<file path="config.mk">
export PLATFORM = sky130hd
export DESIGN_NAME = dor_route_unit
export DESIGN_NICKNAME = d
export VERILOG_FILES = /design/src/rtl/dor_pkg.sv /design/src/rtl/dor_offset.sv /design/src/rtl/dor_pick.sv /design/src/rtl/dor_route_unit.sv
export SDC_FILE = /design/constraint.sdc
export NUM_CORES = 1
export LEC_CHECK = 0
export ABC_AREA = 1
export BUFFER_PORTS_ARGS = -buffer_cell sky130_fd_sc_hd__buf_4
export CAP_MARGIN = 10
export CORE_ASPECT_RATIO = 0.75
export CORE_UTILIZATION = 50
export CTS_CLUSTER_SIZE = 30
export DETAILED_ROUTE_END_ITERATION = 16
export PLACE_DENSITY = 0.74
export SYNTH_ARGS = -nofsm -noshare
export SYNTH_HDL_FRONTEND = slang
export SYNTH_HIERARCHICAL = 1
export SYNTH_SLANG_ARGS = --single-unit
</file>
<file path="constraint.sdc">
create_clock -name clk -period 5.9 [get_ports clk]
set_clock_uncertainty 0.2 [all_clocks]
set_input_delay 1.18 -clock clk [delete_from_list [all_inputs] [get_ports clk]]
set_output_delay 1.18 -clock clk [all_outputs]
set_load 0.005 [all_outputs]
</file>
<file path="src/rtl/dor_pkg.sv">
package dor_pkg;

    typedef enum logic {
        TOPO_MESH  = 1'b0,
        TOPO_TORUS = 1'b1
    } topo_e;

    function automatic int plus_port(input int dim);
        return 2 * dim;
    endfunction

    function automatic int minus_port(input int dim);
        return 2 * dim + 1;
    endfunction

    function automatic int eject_port(input int dims);
        return 2 * dims;
    endfunction

    function automatic int digit_bits(input int radix);
        return (radix > 2) ? $clog2(radix) : 1;
    endfunction

endpackage

</file>
<file path="src/rtl/dor_offset.sv">
module dor_offset
    import dor_pkg::*;
#(
    parameter int    RADIX = 5,
    parameter topo_e TOPO  = TOPO_TORUS,
    parameter int    CW    = 3,
    parameter int    HW    = 4
) (
    input  logic [CW-1:0]        src_digit,
    input  logic [CW-1:0]        dst_digit,
    output logic signed [HW-1:0] hops,
    output logic                 bad_digit
);
    int diff;
    int res;

    always_comb begin
        diff      = int'(dst_digit) - int'(src_digit);
        bad_digit = int'(dst_digit) >= RADIX;
    end

    generate
        if (TOPO == TOPO_TORUS) begin : g_torus
            int wrap;
            always_comb begin
                wrap = (diff < 0) ? diff + RADIX : diff;
                // ties at exactly half the ring go the plus way
                res  = (2 * wrap > RADIX) ? wrap - RADIX : wrap;
            end
        end else begin : g_mesh
            always_comb res = diff;
        end
    endgenerate

    assign hops = HW'(res);

endmodule

</file>
<file path="src/rtl/dor_pick.sv">
module dor_pick
    import dor_pkg::*;
#(
    parameter int DIMS = 3,
    parameter int HW   = 4,
    parameter int PW   = 3
) (
    input  logic [DIMS-1:0][HW-1:0] hop_vec,
    input  logic                    bad_any,
    output logic [PW-1:0]           port,
    output logic signed [HW-1:0]    hops
);
    logic found;

    always_comb begin
        port  = PW'(eject_port(DIMS));
        hops  = '0;
        found = 1'b0;
        for (int i = 0; i < DIMS; i++) begin
            if (!found && hop_vec[i] != '0) begin
                found = 1'b1;
                hops  = $signed(hop_vec[i]);
                port  = hop_vec[i][HW-1] ? PW'(minus_port(i)) : PW'(plus_port(i));
            end
        end
        if (bad_any) begin
            port = PW'(eject_port(DIMS));
            hops = '0;
        end
    end

endmodule

</file>
<file path="src/rtl/dor_route_unit.sv">
module dor_route_unit
    import dor_pkg::*;
#(
    parameter int    RADIX = 5,
    parameter int    DIMS  = 3,
    parameter topo_e TOPO  = TOPO_TORUS,
    localparam int   CW    = digit_bits(RADIX),
    localparam int   HW    = CW + 1,
    localparam int   PW    = $clog2(2 * DIMS + 1)
) (
    input  logic                 clk,
    input  logic                 rst,
    input  logic                 in_valid,
    output logic                 in_ready,
    input  logic [DIMS*CW-1:0]   src_coord,
    input  logic [DIMS*CW-1:0]   dst_coord,
    output logic                 out_valid,
    input  logic                 out_ready,
    output logic [PW-1:0]        out_port,
    output logic signed [HW-1:0] out_hops,
    output logic                 out_err
);
    localparam int LOCAL = eject_port(DIMS);

    logic [DIMS-1:0][HW-1:0] hop_vec;
    logic [DIMS-1:0]         bad_vec;
    logic [PW-1:0]           nxt_port;
    logic signed [HW-1:0]    nxt_hops;
    logic                    accept;

    generate
        for (genvar g = 0; g < DIMS; g++) begin : g_dim
            logic signed [HW-1:0] h;
            dor_offset #(.RADIX(RADIX), .TOPO(TOPO), .CW(CW), .HW(HW)) u_off (
                .src_digit (src_coord[g*CW +: CW]),
                .dst_digit (dst_coord[g*CW +: CW]),
                .hops      (h),
                .bad_digit (bad_vec[g])
            );
            assign hop_vec[g] = h;
        end
    endgenerate

    dor_pick #(.DIMS(DIMS), .HW(HW), .PW(PW)) u_pick (
        .hop_vec (hop_vec),
        .bad_any (|bad_vec),
        .port    (nxt_port),
        .hops    (nxt_hops)
    );

    assign in_ready = !out_valid || out_ready;
    assign accept   = in_valid && in_ready;

    always_ff @(posedge clk) begin
        if (rst) begin
            out_valid <= 1'b0;
            out_port  <= '0;
            out_hops  <= '0;
            out_err   <= 1'b0;
        end else if (accept) begin
            out_valid <= 1'b1;
            out_port  <= nxt_port;
            out_hops  <= nxt_hops;
            out_err   <= |bad_vec;
        end else if (out_ready) begin
            out_valid <= 1'b0;
        end
    end

    AST_ACCEPT_NEXT: assert property (@(posedge clk) disable iff (rst)
        accept |=> out_valid);

    AST_HOLD_STALL: assert property (@(posedge clk) disable iff (rst)
        out_valid && !out_ready |=> out_valid && $stable(out_port)
                                    && $stable(out_hops) && $stable(out_err));

    AST_ERR_EJECT: assert property (@(posedge clk) disable iff (rst)
        out_valid && out_err |-> int'(out_port) == LOCAL && out_hops == '0);

    AST_EJECT_ZERO: assert property (@(posedge clk) disable iff (rst)
        out_valid && int'(out_port) == LOCAL |-> out_hops == '0);

    AST_SIGN_PORT: assert property (@(posedge clk) disable iff (rst)
        out_valid && int'(out_port) < LOCAL |-> (out_port[0] == 1'b0) == (out_hops > 0));

    generate
        if (TOPO == TOPO_TORUS) begin : g_short_chk
            AST_TORUS_SHORT: assert property (@(posedge clk) disable iff (rst)
                out_valid |-> 2 * int'(out_hops) <= RADIX && 2 * int'(out_hops) >= -RADIX);
        end
    endgenerate

endmodule

</file>
==> Word level (Yosys, flattened, before mapping) <==
Index checks and enable logic that the tools add are counted.
{ "totals": {"ff_bits": 9, "out_inout_bits": 10} }
{ "op_classes": {"n_addsub": 9, "order_cmp": 9, "mux": 21, "reduce_logical": 12} }
{ "op_table": {"columns": ["cell", "count"], "rows": [
  ["$gt A32 B4 Y1 const B", 3],
  ["$mux W31", 3],
  ["$mux W4", 7],
  ["$add A4 B4 Y5 const B", 3],
  ["$lt A4 B1 Y1 const B", 3],
  ["$mux W3", 4],
  ["$reduce_bool A4 Y1", 3],
  ["$sub A3 B3 Y4", 3],
  ["$sub A4 B4 Y4 const B", 3],
  ["$ge A3 B3 Y1 const B", 3],
  ["$mux W1", 7],
  ["$logic_and A1 B1 Y1", 3],
  ["$logic_not A1 Y1", 3],
  ["$reduce_or A3 Y1", 1],
  ["$reduce_bool A2 Y1", 1],
  ["$logic_or A1 B1 Y1", 1]
]} }

==> Logic depth before layout (Yosys ltp) <==
{ "depth": {"depth_word": 14, "depth_mapped": 26, "depth_no_buf": 25} }

==> Cells and area by module <==
The synthesis kept the hierarchy.
{ "modules_own_cells": {"columns": ["module", "n_inst", "cells_each", "area_each_um2", "seq_area_each_um2"], "rows": [
  ["dor_offset at g_dim[1].u_off ...", 2, 73, 486.7, 0.0],
  ["dor_offset at g_dim[0].u_off", 1, 73, 481.7, 0.0],
  ["dor_route_unit", 1, 59, 439.2, 180.2],
  ["dor_pick", 1, 47, 246.5, 0.0]
]} }

==> Worst setup path after synthesis <==
OpenSTA, ideal clock, no wires.
{ "synth_timing": {"path_type": "input-to-reg", "from": "in dst_coord[0]", "to": "reg out_port[0]", "setup_ps": 111, "t_arrival_ps": 3807, "setup_slack_ps": 1783, "stages": 23, "path_buffers": 1, "cell_sequence": "inv_1 ha_1 inv_1 fa_1 ha_1 inv_1 nand3_1 nand2_2 ha_1 inv_1 nand3_1 nand2_1 nor2_2 nand2_2 nor2_8 nand3_1 nand2_1 nor2_1 buf_4 inv_1 nand3_1 nand2_1 nor2_2"} }
{ "synth_via": {"elab_chain_len": 14} }
{ "synth_rtl": {"columns": ["element", "line_no", "source"], "rows": [
  ["start, declared", "dor_route_unit.sv:16", "input logic [DIMS*CW-1:0] dst_coord,"],
  ["$sub A3 B3 Y4 (*)", "dor_offset.sv:18", "diff = int'(dst_digit) - int'(src_digit);"],
  ["$add A4 B4 Y5 or $lt A4 B1 Y1 (tied branches)", "dor_offset.sv:26", "wrap = (diff < 0) ? diff + RADIX : diff;"],
  ["$mux W31 (*)", "dor_offset.sv:26", null],
  ["$gt A32 B4 Y1 or $sub A4 B4 Y4 (tied branches)", "dor_offset.sv:28", "res = (2 * wrap > RADIX) ? wrap - RADIX : wrap;"],
  ["$mux W4 (*)", "dor_offset.sv:28", null],
  ["net g_dim[0].h[1]", "dor_route_unit.sv:33", "logic signed [HW-1:0] h;"],
  ["$reduce_bool A4 Y1 (*)", "dor_pick.sv:20", "if (!found && hop_vec[i] != '0) begin"],
  ["$mux W1", "dor_pick.sv:20", null],
  ["$logic_not A1 Y1", "dor_pick.sv:20", null],
  ["$logic_and A1 B1 Y1", "dor_pick.sv:20", null],
  ["$mux W1", "dor_pick.sv:20", null],
  ["$logic_not A1 Y1", "dor_pick.sv:20", null],
  ["$logic_and A1 B1 Y1", "dor_pick.sv:20", null],
  ["$mux W3 (*)", "dor_pick.sv:20", null],
  ["$mux W3 (*)", "dor_pick.sv:26", "if (bad_any) begin"],
  ["net nxt_port[0]", "dor_route_unit.sv:27", "logic [PW-1:0] nxt_port;"],
  ["end signal, assigned", "dor_route_unit.sv:62", "out_port <= nxt_port;"],
  ["end, declared", "dor_route_unit.sv:19", "output logic [PW-1:0] out_port,"]
]} }
The timed path passes the listed nets; every way through them passes the cells marked *.
A chain may end at the register's enable or synchronous reset.

==> Worst setup path in the final report <==
{ "layout_timing": {"from": "in dst_coord[0]", "to": "reg out_hops[3]"} }
{ "layout_via": {"elab_chain_len": 14} }
{ "layout_rtl": {"columns": ["element", "line_no", "source"], "rows": [
  ["$sub A3 B3 Y4 (*)", "dor_offset.sv:18", null],
  ["$add A4 B4 Y5 or $lt A4 B1 Y1 (tied branches)", "dor_offset.sv:26", null],
  ["$mux W31 (*)", "dor_offset.sv:26", null],
  ["$gt A32 B4 Y1 or $sub A4 B4 Y4 (tied branches)", "dor_offset.sv:28", null],
  ["$mux W4 (*)", "dor_offset.sv:28", null],
  ["net g_dim[0].h[1]", "dor_route_unit.sv:33", null],
  ["$reduce_bool A4 Y1 (*)", "dor_pick.sv:20", null],
  ["$mux W1", "dor_pick.sv:20", null],
  ["$logic_not A1 Y1", "dor_pick.sv:20", null],
  ["$logic_and A1 B1 Y1", "dor_pick.sv:20", null],
  ["$mux W1", "dor_pick.sv:20", null],
  ["$logic_not A1 Y1", "dor_pick.sv:20", null],
  ["$logic_and A1 B1 Y1", "dor_pick.sv:20", null],
  ["$mux W4 (*)", "dor_pick.sv:20", null],
  ["$mux W4 (*)", "dor_pick.sv:26", null],
  ["net nxt_hops[3]", "dor_route_unit.sv:28", "logic signed [HW-1:0] nxt_hops;"],
  ["end signal, assigned", "dor_route_unit.sv:63", "out_hops <= nxt_hops;"],
  ["end, declared", "dor_route_unit.sv:20", "output logic signed [HW-1:0] out_hops,"]
]} }
Marks and branches as above.

==> flow_summary.yaml <==
timing:
  hold_slack_ns: 0.271
  post-route-period-util: 0.693
  slew_headroom: 0.746
  tns_ns: 0
  rsz0062_at_grt: "no"
  fin_crit_ns: 4.09
  worstMarginPinSlew_ns: 0.381
  max_freq_mhz: 245
  slew_viol_final: 0
  setup_violations: 0
  hold_viol: 0
die:
  die_width_um: 77.6
  die_h_um: 58.7
  core-area_mm2: 0.00408
  ioPinCount: 32
  initial_core_util: 0.525
  num_rows: 20
  design.die.area_mm2: 0.00455
routing:
  ant_nets: 0
  drc_errors: 0
  drtIter0Drc: 63
  wl_per_cell_um: 8.54
  viasPerCell: 4.45
  firstDrtPassIters: 4
  totalWireLength_mm: 3.50
  vias: 1825
clocking:
  worstSkewPairLatency_ns: 0.23
  hold_buffers: 0
  path_clk_slew_ns: 0.05
  cts_buffer_depth: 2
  cts_tree: "yes"
  cts_resized: 0
  cts.sinks: 9
  numCtsBuffers: 3
  postCtsSetupBuffers: 0
  htreeDepth: 1
  root_buffer: "clkbuf_8"
outcome:
  run_status: "finished clean"
yosys:
  syn_area_mm2: 0.00214
  ys_types: 24
  yosysTopAreaCell: "nand2_1"
  synth_top_area_share: 0.116
  synthFlopType: "dfxtp_1"
  yosys-top-cells-area: "nand2_1 12%, inv_1 11%, ha_1 8.8%"
  syn_inst: 325
  ys_warn_count: 6
  ys_top_cells_by_count: "66 x nand2_1, 61 x inv_1, 34 x nand3_1"
  async_reset_ff_frac: 0
  ys_seq_area_frac: 0.0842
  avgSynthCellArea_um2: 6.59
  syn_nets: 365
  synth-edff-count: 0
  yosysMostFrequentCell: "nand2_1"
  synth-seq-cells: 9
layout:
  nNetsFinal: 396
  area_growth_pct: 13.9
  final_core_util: 0.598
  nFillCells: 390
  antennaDiodeCount: 0
  drive_above_1_share: 0.372
setup_path:
  worstPathRequired_ns: 5.87
  cp_data_arrival_time_ns: 4.06
  path_class: "in -> reg"
  worstSetupStartpointType: "input port"
  endpoint_kind: "flop"
  rr_startpoint: "out_valid"
  cp_max_fo: 8
  startpoint: "dst_coord[0]"
power:
  cellPowerDensity_mw_per_mm2: 225
  leakage_nw: 1.39
  ir_worst_vdd_v: 0.0000952
placed_design:
  gp_congestion: 0.801
  portBuffers: 31
  dp_hpwl_mm: 3.09
global_routing:
  grt_pass1_wl_mm: 6.49
  overflow: 0
  antenna_found_initial: 0
  grt_pass1_vias: 1611
  grtUsageTotal: 0.171
  grt_max_degree: 11
flow_run:
  drv_cap: 0
worst_hold_path:
  min_from: "out_hops[0]"
  hp-class: "reg -> reg"
==> cells in the final DEF, fill, tap and decap left out, types with 4 or more instances in the layout <==
| master | netlist | final |
|---|---|---|
| nand2_4 | 14 | 14 |
| dfxtp_1 | 9 | 9 |
| xnor2_1 | 6 | 6 |
| nor2_4 | 6 | 6 |
| nor2_8 | 4 | 4 |
| inv_1 | 61 | 61 |
| a21oi_1 | 5 | 5 |
| nand2_2 | 28 | 28 |
| nand3_1 | 34 | 34 |
| nor2_2 | 27 | 27 |
| nor2_1 | 19 | 19 |
| inv_2 | 8 | 8 |
| buf_4 | 2 | 31 |
| ha_1 | 15 | 15 |
| nand2_1 | 66 | 66 |
==> sequential cells by signal, summed over array words and instances, names as in the netlist <==
signal,cells
out_hops,4
out_valid,1
out_port,3
out_err,1
==> worst max-delay path, cell delays in order <==
cell and delay, ns:
buf_4 0.11, inv_1 0.05, ha_1 0.19, inv_1 0.09, fa_1 0.46, ha_1 0.29, inv_1 0.04, nand3_1 0.08
nand2_2 0.08, ha_1 0.28, inv_1 0.03, nand3_1 0.06, nand2_1 0.08, nor2_2 0.23, nand2_2 0.14, nor2_8 0.17
a21oi_1 0.08, nor2_1 0.13, inv_1 0.06, nand3_1 0.07, nand2_1 0.06, nor2_2 0.10
==> metrics by stage <==
stage / std cells / power (mW) / worst slack (ns) / cell area [um^2]
2_1_floorplan: 325 / 0.417 / 1.78 / 2140
3_3_place_gp: 406 / 0.472 / 1.65 / 2390
3_5_place_dp: 406 / 0.480 / 1.57 / 2390
4_1_cts: 410 / 0.554 / 1.81 / 2440
5_1_grt: 410 / 0.615 / 1.50 / 2440
6_report: 410 / 0.549 / 1.81 / 2440
==> cell families (layout without fill, tap and decap cells) <==
kind of cell,after synthesis,count (layout),share of synthesized area
AND/OR/NAND/NOR,205,205,0.580
XOR/XNOR,6,6,0.0245
AO/OA/AOI/OAI,12,12,0.0473
buffers and inverters,75,105,0.148
flip-flops,9,9,0.0842
adder cells (fa/ha/maj),18,18,0.116
==> routing by layer <==
metal	vias to the layer above	wire, um	track usage
li1	1036	-	-
met2	18	1570	0.292
met4	0	0	0.00809
met3	0	84	0.0326
met1	771	1850	0.236
met5	-	0	0
==> path summary, 6_finish.rpt <==
check                endpoint  slack [ns]  cells past startpoint
hold / removal    out_hops[0]        0.27                      2
setup reg to reg  out_hops[3]        4.81                      5
hold reg to reg   out_hops[0]        0.27                      2
setup / recovery  out_hops[3]        1.81                     22
==> cell type report <==
class / instances / area [um^2] / share of cell area
Sequential cell: 9 / 180 / 0.0739
Tap cell: 55 / 68.8 / 0.0282
Inverter: 70 / 268 / 0.110
Multi-Input combinational cell: 241 / 1640 / 0.674
Clock buffer: 4 / 45.0 / 0.0185
Timing Repair Buffer: 31 / 233 / 0.0954
==> power breakdown <==
group	switching (mW)	leakage (nW)	internal [mW]	total (mW)
registers	0.00360	0.0746	0.0666	0.0702
clock network	0.0246	0.0228	0.0471	0.0717
logic	0.254	1.29	0.153	0.407
Note: power is estimated with default switching activity, not from simulation.
